--- config.mk ---
export PLATFORM = sky130hd
export DESIGN_NAME = par4_appender
export DESIGN_NICKNAME = d
export VERILOG_FILES = /design/src/rtl/par4_pkg.sv /design/src/rtl/par4_next.sv /design/src/rtl/par4_state_reg.sv /design/src/rtl/par4_out.sv /design/src/rtl/par4_appender.sv
export SDC_FILE = /design/constraint.sdc
export NUM_CORES = 1
export LEC_CHECK = 0
export ABC_AREA = 1
export CAP_MARGIN = 20
export CELL_PAD_IN_SITES_DETAIL_PLACEMENT = 2
export CELL_PAD_IN_SITES_GLOBAL_PLACEMENT = 2
export CORE_MARGIN = 8
export CORE_UTILIZATION = 33
export CTS_BUF_LIST = sky130_fd_sc_hd__clkbuf_16
export CTS_CLUSTER_DIAMETER = 120
export DETAILED_ROUTE_END_ITERATION = 8
export DONT_BUFFER_PORTS = 1
export GPL_TIMING_DRIVEN = 0
export PLACE_DENSITY_LB_ADDON = 0.1
export SETUP_SLACK_MARGIN = 0.3
export SLEW_MARGIN = 20
export SYNTH_ARGS = -nofsm -noshare
export SYNTH_HDL_FRONTEND = slang
export SYNTH_SLANG_ARGS = --single-unit
--- constraint.sdc ---
create_clock -name clk -period 4.6 [get_ports clk]
set_clock_uncertainty 0.05 [all_clocks]
set_input_delay 0 -clock clk [delete_from_list [all_inputs] [get_ports clk]]
set_output_delay 0 -clock clk [all_outputs]
set_load 0.02 [all_outputs]
--- src/rtl/par4_pkg.sv ---
package par4_pkg;

    localparam int GROUP_LEN  = 4;
    localparam int NUM_STATES = 2 * GROUP_LEN + 1;
    localparam int ST_W       = $clog2(NUM_STATES);
    localparam int POS_W      = $clog2(GROUP_LEN + 1);

    typedef logic [ST_W-1:0]  state_t;
    typedef logic [POS_W-1:0] pos_t;

    typedef struct packed {
        logic data;
        logic slot;
        logic rdy;
    } ser_port_t;

    localparam state_t ST_START = '0;

    // Bits taken so far in the current group
    function automatic pos_t st_pos(input state_t s);
        return POS_W'((32'(s) + 1) >> 1);
    endfunction

    // Running parity of the bits taken so far
    function automatic logic st_par(input state_t s);
        return (s != ST_START) && !s[0];
    endfunction

    function automatic state_t st_make(input pos_t pos, input logic par);
        if (pos == '0)
            return ST_START;
        return ST_W'(2 * 32'(pos) - 1 + 32'(par));
    endfunction

    function automatic logic st_legal(input state_t s);
        return 32'(s) < NUM_STATES;
    endfunction

    function automatic logic st_is_slot(input state_t s);
        return st_legal(s) && (32'(st_pos(s)) == GROUP_LEN);
    endfunction

endpackage

--- src/rtl/par4_next.sv ---
module par4_next
    import par4_pkg::*;
(
    input  state_t cur,
    input  logic   bit_in,
    input  logic   bit_vld,
    output state_t nxt
);
    pos_t pos;
    logic par;

    always_comb begin
        pos = st_pos(cur);
        par = st_par(cur);
        if (!st_legal(cur))
            nxt = ST_START;                  // leave unused codes at once
        else if (st_is_slot(cur))
            nxt = ST_START;                  // slot: strobe ignored
        else if (bit_vld)
            nxt = st_make(pos + pos_t'(1), par ^ bit_in);
        else
            nxt = cur;
    end
endmodule

--- src/rtl/par4_state_reg.sv ---
module par4_state_reg
    import par4_pkg::*;
(
    input  logic   clk,
    input  logic   rst,
    input  state_t nxt,
    output state_t cur
);
    always_ff @(posedge clk) begin
        if (rst)
            cur <= ST_START;
        else
            cur <= nxt;
    end

    // reset lands on the start state
    a_r1_reset_to_start: assert property (@(posedge clk)
        rst |=> (cur == ST_START));

    // slot state never repeats in consecutive cycles
    a_r4_slot_one_cycle: assert property (@(posedge clk) disable iff (rst)
        st_is_slot(cur) |=> !st_is_slot(cur));
endmodule

--- src/rtl/par4_out.sv ---
module par4_out
    import par4_pkg::*;
(
    input  state_t    cur,
    input  logic      bit_in,
    input  logic      bit_vld,
    output ser_port_t port
);
    always_comb begin
        port.slot = st_is_slot(cur);
        port.rdy  = !port.slot;
        if (port.slot)
            port.data = st_par(cur);
        else
            port.data = bit_vld & bit_in;
    end
endmodule

--- src/rtl/par4_appender.sv ---
module par4_appender
    import par4_pkg::*;
(
    input  logic clk,
    input  logic rst,
    input  logic bit_in,
    input  logic bit_vld,
    output logic ser_out,
    output logic par_slot,
    output logic rdy
);
    state_t    cur;
    state_t    nxt;
    ser_port_t port;

    par4_next u_next (
        .cur     (cur),
        .bit_in  (bit_in),
        .bit_vld (bit_vld),
        .nxt     (nxt)
    );

    par4_state_reg u_reg (
        .clk (clk),
        .rst (rst),
        .nxt (nxt),
        .cur (cur)
    );

    par4_out u_out (
        .cur     (cur),
        .bit_in  (bit_in),
        .bit_vld (bit_vld),
        .port    (port)
    );

    assign ser_out  = port.data;
    assign par_slot = port.slot;
    assign rdy      = port.rdy;

    // accepted bit shows on the output in the same clock
    a_r2_passthrough: assert property (@(posedge clk) disable iff (rst)
        (rdy && bit_vld) |-> (ser_out == bit_in));

    // a slot is always followed by a ready cycle
    a_r6_ready_after_slot: assert property (@(posedge clk) disable iff (rst)
        par_slot |=> rdy);

    // ready low implies the slot flag is up
    a_r6_ready_low_only_slot: assert property (@(posedge clk) disable iff (rst)
        !rdy |-> par_slot);

    // idle output is low outside the slot
    a_r8_idle_low: assert property (@(posedge clk) disable iff (rst)
        (!bit_vld && !par_slot) |-> !ser_out);
endmodule

==> impl_metrics.csv, run 1 <==
group,metric,value,unit
logic_synthesis,netlist_instances,71,
grt,grt.met1_usage,12.4,%
setup_path,setup.worst_path.start,"u_reg.cur[0]$_SDFFE_PP0P_",
timing,setup_viol,0,
logic_synthesis,yosys.cell_count.top_type,"nand2_1",
logic_synthesis,ys_async_sr_fraction,0,%
die,coreArea,1300,sq um
routing,viasPerCell,4.88,
clock_tree,post_cts_buffers,0,
die,initial_core_util,35.1,%
timing,finalHoldViolations,0,
setup_path,crit_family,"buffers and inverters",
logic_synthesis,yosysUniqueCellTypes,17,
timing,tns,0,ns
finish,design_area,581,sq um
logic_synthesis,synth-main-ff-cell,"dfxtp_1",
setup_path,crit_fanout,6,
setup_path,start_kind,"flip-flop",
logic_synthesis,muxShareOfSynthArea,0,%
pwr,p_total,0.355,mW
logic_synthesis,synthAdderAreaFrac,16.4,%
routing,drt-pass1-iter-count,2,
clock_tree,cts_buffers,3,
setup_path,cp-end-kind,"flip-flop",
hold_path,holdPathStages,2,
die,io_pins,7,
grt,globalRoute.totalOverflow,0,
routing,routed_wl,1290,um
setup_path,cp_data_arrival_time,2.47,ns
clock_tree,clk_path_buf_depth,2,
setup_path,rr_startpoint,"u_reg.cur[0]$_SDFFE_PP0P_",
setup_path,path_cells,"inv_1 > ha_1 > ha_1 > inv_1 > nand2_1 > nand3_2 > nand2_2 > inv_2 > nand2_1 > a21oi_1 > dlygate4sd3_1",
run_status,status,"finished clean",
placement,dp_hpwl,1020,um
die,row_count,13,
logic_synthesis,netlist_area,457,sq um
routing,ant_nets,0,
setup_path,r2r_end,"u_reg.cur[0]$_SDFFE_PP0P_",
timing,tightest_slew,0.417,ns
logic_synthesis,avgSynthCellArea,6.43,sq um
clock_tree,cts_tree,"yes",
grt,top_usage_layer,"met2",
placement,post-place-ws,2.65,ns
logic_synthesis,synth_xor_area_share,3.84,%
clock_tree,cts_htree_levels,1,
grt,grt_pass1_wl,2220,um
grt,grt_max_degree,8,
timing,fin_crit_sh,51.2,%
setup_path,path_buf_inv,4,
logic_synthesis,synth-compound-area-share,5.48,%
logic_synthesis,ys_warn_count,0,
pwr,cellPowerDensity,612,nW/um^2
grt,antenna_found_initial,0,
grt,grtUsageTotal,10.6,%
timing,min_period,2.35,ns
finish,largest_register,"u_reg.cur",
logic_synthesis,synth_top_area_share,17.5,%
grt,grt_pass1_vias,516,
logic_synthesis,synth_area_leader_cell,"dfxtp_1",
finish,nNetsFinal,89,
setup_path,r2r_slack,2.25,ns
grt,gr-usage-met3,2.52,%
hold_path,min-delay-start,"bit_vld",
logic_synthesis,synth_top_family_by_area,"simple AND/OR/NAND/NOR gates",
placement,placed_area,475,sq um
logic_synthesis,ys_ff_latch,4,
clock_tree,cts-root-buf,"clkbuf_16",
hold_path,hold_end,"ser_out",
routing,vias,449,
logic_synthesis,syn-num-nets,81,
setup_path,crit_slowest_cell,"dlygate4sd3_1",
timing,fmax,425,MHz
clock_tree,clock_latency,0.22,ns
finish,synthToLayoutAreaGrowth,27.1,%
pwr,peakVddDrop,0.358,mV
die,fp.dieH,53.2,um
timing,finalWorstSetupSlack,2.25,ns
clock_tree,cts_hold_buf,3,
finish,layout-drive-gt1-share,20.8,%
finish,fillers,158,
setup_path,path_class,"reg -> reg",
routing,drc,0,
logic_synthesis,synth_edf_count,0,
setup_path,cp_slowest_stage_delay,0.55,ns
routing,wire_per_inst,14.0,um
finish,reg_top3,"u_reg.cur: 4 flops",
finish,largest_register_ffs,4,
logic_synthesis,synthTopCellsByCount,"nand2_1, inv_1, nand2_2",
placement,gp_congestion,0.741,
timing,rsz0062_at_grt,"false",
clock_tree,cts_resized,0,
logic_synthesis,synth-seq-area-share,17.5,%
pwr,leakagePower,0.300,nW
finish,num_antenna_cells,0,
logic_synthesis,yosys.area_share.simple,42.7,%
timing,slew_headroom,72.0,%
die,die_w,53.2,um
flow_run,maxCapViolCount,0,
clock_tree,cts_sinks,4,
grt,grt_util_met2,18.6,%
routing,first_iter_violations,8,
timing,drv_slew,0,
clock_tree,clk_pin_slew,0.03,ns
setup_path,cp.required,4.71,ns
die,fp.dieArea,2830,sq um
setup_path,r2r_cells,11,
hold_path,hp-class,"in -> out",
placement,port_buffers,0,
logic_synthesis,ys_top_cells_by_area,"dfxtp_1, ha_1, nand2_1",
==> kinds of logic (layout without fill, tap and decap cells) <==
family	Yosys count	count (layout)
flip-flops	4	4
XOR/XNOR	2	2
AND/OR/NAND/NOR	39	39
AO/OA/AOI/OAI	5	5
buffers and inverters	15	21
adder cells (fa/ha/maj)	6	6
==> per-stage QoR <==
stage / instances / util [%] / hold WS (ns)
finish: 92 / 44.6 / 0.168
global route: 92 / 44.6 / 0.186
CTS: 92 / 44.6 / 0.171
detailed placement: 86 / 36.5 / 0.162
global placement: 86 / 36.5 / 0.160
floorplan: 71 / - / 0.137
==> where the power goes <==
part | total, mW | leakage [nW] | internal, mW | switching (mW)
Clock | 0.134 | 0.0370 | 0.111 | 0.0234
Sequential | 0.0580 | 0.0327 | 0.0447 | 0.0132
Combinational | 0.163 | 0.230 | 0.0662 | 0.0966
Total | 0.355 | 0.300 | 0.222 | 0.133
==> worst max-delay path by stage <==
stage	to	cells past startpoint
final	u_reg.cur[0]$_SDFFE_PP0P_	11
after floorplan	ser_out	7
after global placement	ser_out	7
after global routing	u_reg.cur[0]$_SDFFE_PP0P_	11
after CTS	u_reg.cur[0]$_SDFFE_PP0P_	11
after detailed placement	ser_out	7
==> area by class of cell <==
type	count	area [sq um]	area share (%)
well taps	15	18.8	3.23
inverters	14	52.6	9.05
clock buffers	3	75.1	12.9
multi-input cells	52	313	53.9
flip-flops and latches	4	80.1	13.8
repair buffers	3	30.0	5.17
plain buffers	1	11.3	1.94
==> cell usage in the layout (no fill, tap or decap) <==
cell type / Yosys / final
a21oi_1: 4 / 4
buf_6: 1 / 1
clkbuf_16: 0 / 3
dfxtp_1: 4 / 4
dlygate4sd3_1: 0 / 3
ha_1: 6 / 6
inv_1: 13 / 13
inv_2: 1 / 1
nand2_1: 16 / 16
nand2_2: 7 / 7
nand3_1: 5 / 5
nand3_2: 2 / 2
nand4_1: 2 / 2
nor2_1: 5 / 5
nor2_2: 1 / 1
o21ai_1: 1 / 1
or2_4: 1 / 1
xnor2_1: 1 / 1
xor2_1: 1 / 1
==> routing by layer <==
| layer | routed length (um) | vias up |
|---|---|---|
| li1 | - | 232 |
| met3 | 51 | 0 |
| met1 | 604 | 209 |
| met5 | 0 | - |
| met2 | 635 | 8 |
| met4 | 0 | 0 |
Power figures use the tool's default switching activity.
==> inputs of run 2 (changes only) <==
Settings changed: ABC_AREA 1 to 0.
Clock period 4.6 ns to 2.3 ns, I/O delays scaled along.
==> impl_metrics.csv, run 2 <==
group,metric,value,unit
run_status,status,"finished clean",
routing,wire_per_inst,21.4,um
grt,grt_pass1_vias,480,
logic_synthesis,synth-main-ff-cell,"dfxtp_1",
finish,reg_top3,"u_reg.cur: 4 flops",
finish,largest_register,"u_reg.cur",
logic_synthesis,synth-seq-area-share,18.0,%
hold_path,hp-class,"in -> reg",
die,initial_core_util,34.7,%
timing,min_period,1.98,ns
clock_tree,clock_latency,0.22,ns
logic_synthesis,avgSynthCellArea,8.25,sq um
die,die_w,52.7,um
placement,dp.cells,69,
routing,first_iter_violations,0,
logic_synthesis,netlist_instances,54,
logic_synthesis,netlist_area,445,sq um
pwr,p_seq_share,14.5,%
logic_synthesis,synth_area_leader_cell,"dfxtp_1",
placement,dp_hpwl,958,um
flow_run,maxCapViolCount,0,
setup_path,cp_data_arrival_time,2.06,ns
grt,antenna_found_initial,0,
setup_path,path_class,"reg -> reg",
setup_path,start_kind,"flip-flop",
placement,placed_area,464,sq um
logic_synthesis,ys_async_sr_fraction,0,%
routing,drc,0,
setup_path,cp.required,2.39,ns
timing,finalHoldViolations,0,
finish,num_antenna_cells,0,
clock_tree,clk_path_buf_depth,2,
finish,design_area,713,sq um
timing,rsz0062_at_grt,"false",
clock_tree,cts-root-buf,"clkbuf_16",
logic_synthesis,syn-num-nets,64,
die,io_pins,7,
logic_synthesis,synth_edf_count,0,
grt,grt_pass1_wl,2540,um
timing,finalWorstSetupSlack,0.323,ns
routing,vias,423,
placement,port_buffers,0,
placement,post-place-ws,0.0124,ns
routing,drt-pass1-iter-count,1,
routing,viasPerCell,5.35,
pwr,cellPowerDensity,1160,nW/um^2
finish,largest_register_ffs,4,
finish,nNetsFinal,76,
finish,synthToLayoutAreaGrowth,60.1,%
setup_path,crit_fanout,5,
routing,ant_nets,0,
setup_path,cp-end-kind,"flip-flop",
finish,mostFrequentLayoutCells,"inv_1, buf_4, nand2_1",
clock_tree,cts_buffers,3,
grt,globalRoute.totalOverflow,0,
clock_tree,cts_sinks,4,
timing,tns,0,ns
pwr,combPwrFrac,52.8,%
clock_tree,clk_pin_slew,0.03,ns
logic_synthesis,yosysUniqueCellTypes,27,
logic_synthesis,synth_top_area_share,18.0,%
logic_synthesis,ys_top_cells_by_area,"dfxtp_1, ha_1, inv_1",
clock_tree,cts_htree_levels,1,
pwr,p_clk_share,32.7,%
timing,tightest_slew,0.331,ns
pwr,switching_share,35.7,%
pwr,peakVddDrop,0.903,mV
timing,setup_viol,0,
finish,instances_no_fill,79,
timing,holdWs,0.0479,ns
die,fp.dieH,52.7,um
timing,fmax,506,MHz
finish,postLayoutCoreUtil,55.5,%
finish,layout-drive-gt1-share,50.0,%
logic_synthesis,synthTopCellsByCount,"inv_1, ha_1, nand2_1",
grt,grt_max_degree,11,
routing,routed_wl,1690,um
pwr,p_sw,0.295,mW
pwr,p_total,0.825,mW
pwr,leakagePower,0.272,nW
timing,drv_slew,0,
placement,gp_congestion,0.735,
die,coreArea,1280,sq um
finish,fillers,127,
logic_synthesis,ys_ff_latch,4,
pwr,power.internal,0.531,mW
die,row_count,13,
timing,slew_headroom,77.9,%
clock_tree,cts_tree,"yes",
timing,fin_crit_sh,86.0,%
logic_synthesis,ys_warn_count,0,
grt,grtUsageTotal,12.4,%
logic_synthesis,yosys.cell_count.top_type,"inv_1",
die,fp.dieArea,2780,sq um
[run 2: logic make-up after synthesis]
family | Yosys count | share of synthesized area (%)
fa+ha+maj | 6 | 16.9
xor+xnor | 4 | 9.55
buf+inv | 10 | 11.8
mux | 1 | 2.25
simple gates | 18 | 23.9
compound gates | 11 | 17.7
flops | 4 | 18.0
[run 2: routing by layer]
layer  up-vias  part of all wire (%)  GRT usage [%]
li1        210                     -              -
met1       207                    41           13.7
met2         6                    55           23.0
met3         0                   3.6           2.84
met4         0                     0           2.59
met5         -                     0              0
[run 2: final cells by class]
class | count | area, sq um | share of cell area (%)
Multi-Input combinational cell | 40 | 424 | 59.5
Clock buffer | 3 | 75.1 | 10.5
Buffer | 2 | 22.5 | 3.16
Inverter | 8 | 30.0 | 4.21
Sequential cell | 4 | 87.6 | 12.3
Timing Repair Buffer | 7 | 55.1 | 7.72
Tap cell | 15 | 18.8 | 2.63
[run 2: final timing paths]
| kind | start | to | slack [ns] | cells after the start |
|---|---|---|---|---|
| hold / removal | rst | u_reg.cur[3]$_SDFFE_PP0P_ | 0.05 | 4 |
| setup / recovery | u_reg.cur[1]$_SDFFE_PP0P_ | u_reg.cur[1]$_SDFFE_PP0P_ | 0.32 | 8 |
| hold reg to reg | u_reg.cur[1]$_SDFFE_PP0P_ | u_reg.cur[1]$_SDFFE_PP0P_ | 0.51 | 1 |
| setup reg to reg | u_reg.cur[1]$_SDFFE_PP0P_ | u_reg.cur[1]$_SDFFE_PP0P_ | 0.32 | 8 |
[run 2: timing repair]
action | in CTS | in global routing
pin swaps | 3 | 9
gates resized for setup | 15 | 8
hold buffers | 1 | 0
cloned | 0 | 0
setup buffers | 3 | 3
endpoints found under the setup margin | 4 | 4
hold endpoints to repair | 4 | 0
[run 2: worst max-delay path, stage by stage (launching register included)]
cell and delay, ns:
dfxtp_4 0.36, ha_4 0.17, xor2_2 0.15, buf_4 0.15, ha_4 0.18, xnor2_4 0.15
xnor2_2 0.13, a211o_1 0.36, o2bb2ai_1 0.18
[run 2: power groups by stage]
| stage | Clock (mW) | Sequential [mW] | Combinational (mW) |
|---|---|---|---|
| floorplan | 0 | 0.101 | 0.201 |
| global placement | 0 | 0.105 | 0.232 |
| detailed placement | 0 | 0.109 | 0.255 |
| CTS | 0.271 | 0.114 | 0.371 |
| global route | 0.280 | 0.123 | 0.474 |
| finish | 0.270 | 0.120 | 0.435 |
==> inputs of run 3 (changes only) <==
Clock period 2.3 ns to 2.2 ns, I/O delays scaled along.
==> impl_metrics.csv, run 3 (synthesis results as in run 2) <==
group,metric,value,unit
run_status,status,"finished clean",
pwr,cellPowerDensity,1180,nW/um^2
pwr,peakVddDrop,0.621,mV
setup_path,critPathCapture,"u_reg.cur[2]$_SDFFE_PP0P_",
setup_path,cp-end-kind,"flip-flop",
timing,tightest_slew,0.300,ns
timing,fmax,557,MHz
clock_tree,cts_htree_levels,1,
finish,largest_register,"u_reg.cur",
routing,routed_wl,1530,um
routing,wire_per_inst,19.6,um
pwr,combPwrFrac,50.6,%
routing,vias,429,
finish,synthToLayoutAreaGrowth,54.8,%
timing,holdWs,0.00673,ns
pwr,p_seq_share,14.2,%
routing,drt-pass1-iter-count,2,
clock_tree,clock_latency,0.23,ns
finish,layout-drive-gt1-share,47.6,%
die,die_w,52.7,um
pwr,power.internal,0.530,mW
routing,first_iter_violations,1,
grt,globalRoute.totalOverflow,0,
grt,grt_max_degree,11,
clock_tree,cts-root-buf,"clkbuf_16",
placement,dp_hpwl,1020,um
setup_path,crit_fanout,4,
die,initial_core_util,34.7,%
routing,viasPerCell,5.50,
finish,design_area,689,sq um
finish,nNetsFinal,75,
setup_path,rr_startpoint,"u_reg.cur[0]$_SDFFE_PP0P_",
clock_tree,cts_tree,"yes",
die,io_pins,7,
routing,ant_nets,0,
timing,min_period,1.80,ns
placement,gp_congestion,0.746,
pwr,p_clk_share,35.2,%
finish,reg_top3,"u_reg.cur: 4 flops",
setup_path,setup.worst_path.start,"u_reg.cur[0]$_SDFFE_PP0P_",
pwr,switching_share,34.9,%
hold_path,hp-class,"in -> reg",
setup_path,r2r_slack,0.40,ns
setup_path,cp_data_arrival_time,1.90,ns
timing,fin_crit_sh,81.7,%
setup_path,path_class,"reg -> reg",
clock_tree,clk_path_buf_depth,2,
finish,num_antenna_cells,0,
finish,mostFrequentLayoutCells,"inv_1, buf_4, nand2_1",
grt,grt_pass1_wl,2490,um
timing,drv_slew,0,
finish,multi_input_area,408,sq um
timing,slew_headroom,79.9,%
routing,drc,0,
pwr,leakagePower,0.259,nW
clock_tree,clk_pin_slew,0.03,ns
clock_tree,cts_sinks,4,
setup_path,cp.required,2.30,ns
setup_path,r2r_end,"u_reg.cur[2]$_SDFFE_PP0P_",
setup_path,start_kind,"flip-flop",
placement,port_buffers,0,
grt,grt_pass1_vias,499,
die,row_count,13,
finish,layout_commonest_cell,"inv_1",
timing,tns,0,ns
finish,largest_register_ffs,4,
finish,fillers,127,
finish,seqCellArea,87.6,sq um
grt,antenna_found_initial,0,
clock_tree,cts_buffers,3,
setup_path,r2r_cells,8,
die,fp.dieH,52.7,um
die,coreArea,1280,sq um
die,fp.dieArea,2780,sq um
placement,placed_area,473,sq um
timing,finalHoldViolations,0,
timing,rsz0062_at_grt,"false",
timing,setup_viol,0,
pwr,p_total,0.815,mW
flow_run,maxCapViolCount,0,
grt,grtUsageTotal,12.6,%
pwr,p_sw,0.284,mW
run 3: per-layer routing:
layer | share of wire, % | GRT usage (%) | vias up
met2 | 51 | 21.3 | 9
met3 | 6.0 | 6.53 | 2
met4 | 0.52 | 2.59 | 0
met5 | 0 | 0 | -
met1 | 43 | 13.5 | 212
li1 | - | - | 206
run 3: worst min path at each step:
stage,start,endpoint,slack (ns),cells past startpoint
global placement,bit_vld,u_reg.cur[0]$_SDFFE_PP0P_,0.07,1
global route,bit_vld,u_reg.cur[3]$_SDFFE_PP0P_,0.02,3
floorplan,bit_vld,u_reg.cur[0]$_SDFFE_PP0P_,0.06,1
detailed placement,bit_vld,u_reg.cur[0]$_SDFFE_PP0P_,0.08,1
CTS,bit_vld,u_reg.cur[3]$_SDFFE_PP0P_,0.01,3
finish,bit_vld,u_reg.cur[3]$_SDFFE_PP0P_,0.007,3
run 3: worst max-delay path: stages (launching register included):
cell and delay [ns]:
dfxtp_4 0.35, ha_4 0.16, xor2_2 0.14, buf_4 0.15
ha_4 0.17, xnor2_2 0.13, xnor2_1 0.13, a211o_1 0.30
o2bb2ai_1 0.13
run 3: final cells by class:
cell class | instances | area share [%]
multi-input cells | 40 | 59.2
flip-flops and latches | 4 | 12.7
clock buffers | 3 | 10.9
repair buffers | 6 | 6.90
inverters | 8 | 4.36
plain buffers | 2 | 3.27
well taps | 15 | 2.72
run 3: timing repair:
item,CTS,global route
pin swaps,5,10
buffers inserted,3,2
gates cloned,0,0
hold buffers,1,0
endpoints found under the hold margin,3,0
endpoints found under the setup margin,5,4
resized for setup,17,2
run 3: power by group through the flow:
stage | sequential (mW) | combinational, mW | clock (mW)
after floorplan | 0.107 | 0.215 | 0
after global placement | 0.111 | 0.246 | 0
after detailed placement | 0.114 | 0.271 | 0
after CTS | 0.113 | 0.384 | 0.292
after global routing | 0.119 | 0.448 | 0.299
final | 0.116 | 0.412 | 0.287
run 3: through the flow:
step / setup slack [ns] / utilization, % / instances
after floorplan: 0.316 / - / 54
after global placement: 0.0902 / 36.8 / 69
after detailed placement: 0.0115 / 36.8 / 69
after CTS: 0.311 / 51.5 / 76
after global routing: 0.274 / 53.7 / 78
final: 0.403 / 53.7 / 78
